===== src/rtl/psg_noise_pkg.sv =====
package psg_noise_pkg;
  localparam int NZ_LFSR_W    = 17;
  localparam int NZ_STD_PER_W = 5;
  localparam int NZ_ALT_PER_W = 8;
  localparam int NZ_STD_TAP   = 3;
  localparam int NZ_ALT_TAP   = 2;
  localparam logic [NZ_LFSR_W-1:0] NZ_SEED = NZ_LFSR_W'(1);

  typedef enum logic {
    TAP_STD = 1'b0,
    TAP_ALT = 1'b1
  } tap_mode_e;
endpackage


===== src/rtl/noise_period_sel.sv =====
module noise_period_sel
  import psg_noise_pkg::*;
#(
  parameter int STD_PER_W = NZ_STD_PER_W,
  parameter int ALT_PER_W = NZ_ALT_PER_W,
  parameter bit HAS_ALT   = 1'b1
) (
  input  logic                 clk,
  input  logic                 rst_n,
  input  tap_mode_e            mode,
  input  logic [ALT_PER_W-1:0] period_in,
  output logic [ALT_PER_W-1:0] per_eff
);
  localparam int PAD_W = ALT_PER_W - STD_PER_W;

  logic [ALT_PER_W-1:0] raw;
  logic [ALT_PER_W-1:0] std_view;

  assign std_view = {{PAD_W{1'b0}}, period_in[STD_PER_W-1:0]};

  generate
    if (HAS_ALT) begin : g_alt
      assign raw = (mode == TAP_ALT) ? period_in : std_view;
    end else begin : g_std_only
      assign raw = std_view;
    end
  endgenerate

  always_comb begin
    per_eff = raw;
    if (raw == '0) per_eff = ALT_PER_W'(1);
  end


  period_nonzero_chk: assert property (@(posedge clk) disable iff (!rst_n)
    per_eff != '0);


  std_width_chk: assert property (@(posedge clk) disable iff (!rst_n)
    (mode == TAP_STD) |-> (per_eff < ALT_PER_W'(1 << STD_PER_W)));
endmodule


===== src/rtl/noise_rate_counter.sv =====
module noise_rate_counter
  import psg_noise_pkg::*;
#(
  parameter int CNT_W = NZ_ALT_PER_W
) (
  input  logic             clk,
  input  logic             rst_n,
  input  logic             tick_en,
  input  logic [CNT_W-1:0] per_eff,
  output logic             step
);
  logic [CNT_W-1:0] cnt;
  logic [CNT_W:0]   cnt_inc;
  logic             reached;

  assign cnt_inc = {1'b0, cnt} + (CNT_W+1)'(1);
  assign reached = cnt_inc >= {1'b0, per_eff};
  assign step    = tick_en && reached;

  always_ff @(posedge clk) begin
    if (!rst_n) begin
      cnt <= '0;
    end else if (tick_en) begin
      if (reached) cnt <= '0;
      else         cnt <= cnt_inc[CNT_W-1:0];
    end
  end


  idle_hold_chk: assert property (@(posedge clk) disable iff (!rst_n)
    !tick_en |=> $stable(cnt));


  wrap_clear_chk: assert property (@(posedge clk) disable iff (!rst_n)
    step |=> (cnt == '0));


  step_needs_tick_chk: assert property (@(posedge clk) disable iff (!rst_n)
    step |-> tick_en);
endmodule


===== src/rtl/noise_lfsr.sv =====
module noise_lfsr
  import psg_noise_pkg::*;
#(
  parameter int LFSR_W  = NZ_LFSR_W,
  parameter int STD_TAP = NZ_STD_TAP,
  parameter int ALT_TAP = NZ_ALT_TAP,
  parameter logic [LFSR_W-1:0] SEED = NZ_SEED
) (
  input  logic              clk,
  input  logic              rst_n,
  input  logic              advance,
  input  tap_mode_e         mode,
  output logic [LFSR_W-1:0] state
);
  logic fb;
  logic tap_bit;

  assign tap_bit = (mode == TAP_ALT) ? state[ALT_TAP] : state[STD_TAP];
  assign fb      = state[0] ^ tap_bit;

  always_ff @(posedge clk) begin
    if (!rst_n)       state <= SEED;
    else if (advance) state <= {fb, state[LFSR_W-1:1]};
  end


  lfsr_nonzero_chk: assert property (@(posedge clk) disable iff (!rst_n)
    state != '0);


  lfsr_hold_chk: assert property (@(posedge clk) disable iff (!rst_n)
    !advance |=> $stable(state));


  lfsr_shift_chk: assert property (@(posedge clk) disable iff (!rst_n)
    advance |=> (state[LFSR_W-2:0] == $past(state[LFSR_W-1:1])));
endmodule


===== src/rtl/psg_noise_gen.sv =====
module psg_noise_gen
  import psg_noise_pkg::*;
#(
  parameter int LFSR_W    = NZ_LFSR_W,
  parameter int STD_PER_W = NZ_STD_PER_W,
  parameter int ALT_PER_W = NZ_ALT_PER_W,
  parameter int STD_TAP   = NZ_STD_TAP,
  parameter int ALT_TAP   = NZ_ALT_TAP,
  parameter bit HAS_ALT   = 1'b1
) (
  input  logic                 clk,
  input  logic                 rst_n,
  input  logic                 tick_en,
  input  logic                 alt_mode,
  input  logic [ALT_PER_W-1:0] period_in,
  output logic                 noise_bit
);
  localparam logic [LFSR_W-1:0] SEED_V = LFSR_W'(1);

  tap_mode_e            mode;
  logic [ALT_PER_W-1:0] per_eff;
  logic                 step;
  logic [LFSR_W-1:0]    state;

  assign mode = (HAS_ALT && alt_mode) ? TAP_ALT : TAP_STD;

  noise_period_sel #(
    .STD_PER_W(STD_PER_W),
    .ALT_PER_W(ALT_PER_W),
    .HAS_ALT  (HAS_ALT)
  ) u_per (
    .clk      (clk),
    .rst_n    (rst_n),
    .mode     (mode),
    .period_in(period_in),
    .per_eff  (per_eff)
  );

  noise_rate_counter #(
    .CNT_W(ALT_PER_W)
  ) u_cnt (
    .clk    (clk),
    .rst_n  (rst_n),
    .tick_en(tick_en),
    .per_eff(per_eff),
    .step   (step)
  );

  noise_lfsr #(
    .LFSR_W (LFSR_W),
    .STD_TAP(STD_TAP),
    .ALT_TAP(ALT_TAP),
    .SEED   (SEED_V)
  ) u_lfsr (
    .clk    (clk),
    .rst_n  (rst_n),
    .advance(step),
    .mode   (mode),
    .state  (state)
  );

  assign noise_bit = state[0];


  reset_seed_chk: assert property (@(posedge clk)
    !rst_n |=> (noise_bit == 1'b1));
endmodule


===== config.mk =====
export PLATFORM = sky130hd
export DESIGN_NAME = psg_noise_gen
export DESIGN_NICKNAME = d
export VERILOG_FILES = /design/src/rtl/psg_noise_pkg.sv /design/src/rtl/noise_period_sel.sv /design/src/rtl/noise_rate_counter.sv /design/src/rtl/noise_lfsr.sv /design/src/rtl/psg_noise_gen.sv
export SDC_FILE = /design/constraint.sdc
export NUM_CORES = 1
export LEC_CHECK = 0
export CORE_MARGIN = 2
export CORE_UTILIZATION = 45
export CTS_BUF_LIST = sky130_fd_sc_hd__clkbuf_8
export DETAILED_ROUTE_END_ITERATION = 10
export PLACE_DENSITY = 0.7
export SYNTH_ARGS = -nofsm -noshare
export SYNTH_HDL_FRONTEND = slang
export SYNTH_HIERARCHICAL = 1
export SYNTH_SLANG_ARGS = --single-unit

===== constraint.sdc =====
create_clock -name clk -period 6.65 [get_ports clk]
set_input_delay 1.995 -clock clk [delete_from_list [all_inputs] [get_ports clk]]
set_output_delay 1.995 -clock clk [all_outputs]
set_load 0.005 [all_outputs]

==> flow_summary_export.csv <==
group,metric,value,unit
placement,place_congestion,0.7888,
final_layout,num-fill-cells,279,
setup_path,crit_chain,"clkdlybuf4s50_1 -> and2_1 -> inv_1 -> ha_1 -> and3_1 -> nand3_1 -> a21oi_1 -> or2_1 -> and2_1 -> mux2i_1 -> nand2_1",
floorplan,dieArea,3689,um^2
pwr,switching_share,23.48,%
setup_path,crit_path_max_fanout,19,
logic_synthesis,ys_seq_elements,25,
grt,grt_max_degree,32,
final_layout,syn_to_final_growth,10.71,%
final_layout,drive_above_1_share,5.063,%
drt,drtPass1Iterations,4,
timing,clock_skew,0.004432,ns
timing,drv_slew,0,
timing,clock.fmax,204.8,MHz
drt,vias_per_cell,5.089,
logic_synthesis,avgSynthCellArea,9.470,um^2
logic_synthesis,synth_edf_count,0,
logic_synthesis,syn-num-nets,174,
timing,rsz0062_at_grt,"no",
logic_synthesis,yosysUniqueCellTypes,36,
logic_synthesis,synth_area_leaders,"dfxtp_1 35%, mux2i_1 12%, nor2b_1 8.2%",
floorplan,pin_count,13,
setup_path,cp.required,6.77,ns
clock_network,cts_tree,"yes",
clock_network,clkSlewWorstSetupHoldPaths,0.09,ns
timing,fin_crit_sh,73.41,%
placement,place_hpwl,1738,um
logic_synthesis,yosys-top-cells-count,"25 x dfxtp_1, 19 x nor2b_1, 17 x mux2i_1",
logic_synthesis,ys_seq_area_share,34.54,%
grt,grt_use_met2,23.81,%
grt,grt_antenna_before_repair,0,
pwr,intPower,0.0002100,W
flow_run,drv_cap,0,
grt,use_met3,3.198,%
setup_path,critPathCaptureType,"register",
floorplan,rows,20,
setup_path,critPathMaxStageDelay,0.78,ns
logic_synthesis,synthArstFlopShare,0,%
timing,setup_violations,0,
setup_path,worstSetupPathType,"in -> reg",
final_layout,nNetsFinal,180,
floorplan,start_util,47.46,%
grt,gr-usage-all-layers,14.84,%
floorplan,die_w,60.74,um
timing,fin_crit,4.882,ns
pwr,peakVddDrop,0.09744,mV
clock_network,cts_num_sinks,25,
logic_synthesis,synth_top_area_share,34.54,%
logic_synthesis,synth_top_cell_by_area,"dfxtp_1",
floorplan,core,3053,um^2
outcome,outcome,"completed",
pwr,seqPwrFrac,55.7,%
pwr,p_sw,0.00006442,W
timing,slew_headroom,35.88,%
clock_network,cts_setup_buffers,0,
clock_network,h-tree-depth,1,
timing,worst_pin_slew,0.9618,ns
clock_network,clk_latency,0.27,ns
setup_path,crit_buf_inv,2,
drt,dr_total_vias,1028,
final_layout,insertedDiodeCount,0,
drt,drc_errors,0,
placement,io_buffers,12,
timing,hold_ws,0.5140,ns
timing,fin_setup_tns,0,ns
setup_path,path_delay_family,"simple AND/OR/NAND/NOR gates",
floorplan,die_y,60.74,um
clock_network,postCtsHoldBufs,0,
clock_network,ctsLongestPathBuffers,2,
timing,hold_viol,0,
clock_network,root_buffer,"clkbuf_8",
logic_synthesis,synthFlopType,"dfxtp_1",
grt,grt_pass1_vias,977,
grt,grt_pass1_wl,4146,um
drt,drtIter0Drc,38,
logic_synthesis,synth.most_common_cell,"dfxtp_1",
pwr,comb_power_share,10.1,%
setup_path,worstSetupStartpointType,"input pin",
setup_path,crit_slowest_cell,"and2_1",
pwr,leakage,0.5739,nW
drt,drt-total-wl,2388,um
drt,avgRoutedWirePerCell,11.82,um
pwr,pwr-share-clk,34.2,%
grt,grt_use_met1,19.22,%
clock_network,cts_made_buffers,3,
grt,gr-max-usage-layer,"met2",
hold_path,hold_class,"reg -> reg",
setup_path,cpMostUsedCell,"and2_1",
logic_synthesis,synth_cells,153,
setup_path,arrival,5.01,ns
logic_synthesis,yosysWarningCount,6,
logic_synthesis,netlist_area,1449,um^2
grt,grt-ovfl-total,0,
pwr,p_per_area,171.1,nW/um^2
clock_network,cts_resized,0,
drt,postRouteAntennaNets,0,
## flip-flops by register name (all words and copies together) (netlist names)
| register | count |
|---|---|
| u_lfsr/state | 17 |
| u_cnt/cnt | 8 |
## routing by layer
layer | vias up | share of wire, %
li1 | 542 | -
met1 | 468 | 52
met2 | 13 | 43
met3 | 5 | 3.6
met4 | 0 | 1.6
met5 | - | 0
## logic make-up after synthesis
| kind of cell | count (synthesis) | synth area share [%] |
|---|---|---|
| muxes | 17 | 11.74 |
| buffers and inverters | 18 | 6.650 |
| and+or+nand+nor | 57 | 25.22 |
| DFF | 25 | 34.54 |
| xor gates and xnor gates | 6 | 3.627 |
| adders and majority gates | 9 | 7.772 |
| AOI/OAI and AO/OA | 21 | 10.45 |
## final cells by class
type / count / area [um^2] / area share (%)
Clock buffer: 3 / 41.29 / 2.574
Clock inverter: 1 / 8.758 / 0.5460
Inverter: 7 / 26.28 / 1.638
Multi-Input combinational cell: 110 / 852.1 / 53.12
Sequential cell: 25 / 500.5 / 31.20
Tap cell: 44 / 55.05 / 3.432
Timing Repair Buffer: 12 / 120.1 / 7.488
## worst register-to-register path: stages (launching register included)
cell and delay (ns):
dfxtp_1 0.43, ha_1 0.28, and3_1 0.23, nand3_2 0.11, xnor2_1 0.15, ha_1 0.30, and3_1 0.17, nand3_1 0.08
a21oi_1 0.37, or2_1 0.24, and2_1 0.78, mux2i_1 0.27, nand2_1 0.08
## path summary, 6_finish.rpt
path                                               startpoint  slack, ns  cells after the start                            end
worst max-delay path                                 alt_mode       1.77                     11   u_lfsr/state[0]$_SDFFE_PN1P_
worst min-delay path            u_lfsr/state[16]$_SDFFE_PN0P_       0.51                      2  u_lfsr/state[16]$_SDFFE_PN0P_
worst max register to register      u_cnt/cnt[0]$_SDFFE_PN0P_       3.01                     12   u_lfsr/state[0]$_SDFFE_PN1P_
worst min register to register  u_lfsr/state[16]$_SDFFE_PN0P_       0.51                      2  u_lfsr/state[16]$_SDFFE_PN0P_
## power groups by stage
stage	Sequential (W)	Combinational, W	Clock, W
after floorplan	0.000156	0.0000178	0
after CTS	0.000153	0.0000280	0.0000976
after global placement	0.000156	0.0000270	0
after detailed placement	0.000156	0.0000278	0
after global routing	0.000153	0.0000308	0.000106
final	0.000153	0.0000276	0.0000938
## per-stage QoR
step / area (um^2) / utilization (%) / total power, W / setup slack (ns) / std cells
5_1_grt: 1604 / 52.54 / 0.0002903 / 1.522 / 202
4_1_cts: 1604 / 52.54 / 0.0002786 / 1.772 / 202
2_1_floorplan: 1449 / - / 0.0001738 / 2.620 / 153
3_3_place_gp: 1554 / 50.90 / 0.0001834 / 1.558 / 198
6_report: 1604 / 52.54 / 0.0002744 / 1.768 / 202
3_5_place_dp: 1554 / 50.90 / 0.0001843 / 1.500 / 198
## placed cells by master (no fill, tap or decap), types with 2 or more instances in the layout
cell,count
a21o_1,3
and3_1,2
xnor2_1,5
nor2b_1,19
dfxtp_1,25
clkdlybuf4s50_1,12
a21oi_1,2
inv_1,7
nand4_1,3
and2_1,4
nand3b_1,9
a211oi_1,3
clkbuf_8,3
mux2i_1,17
nand2_1,5
ha_1,9
nand3_1,7
o21a_1,4
o21ai_0,4
No activity file was read; power rests on OpenSTA's default activity.
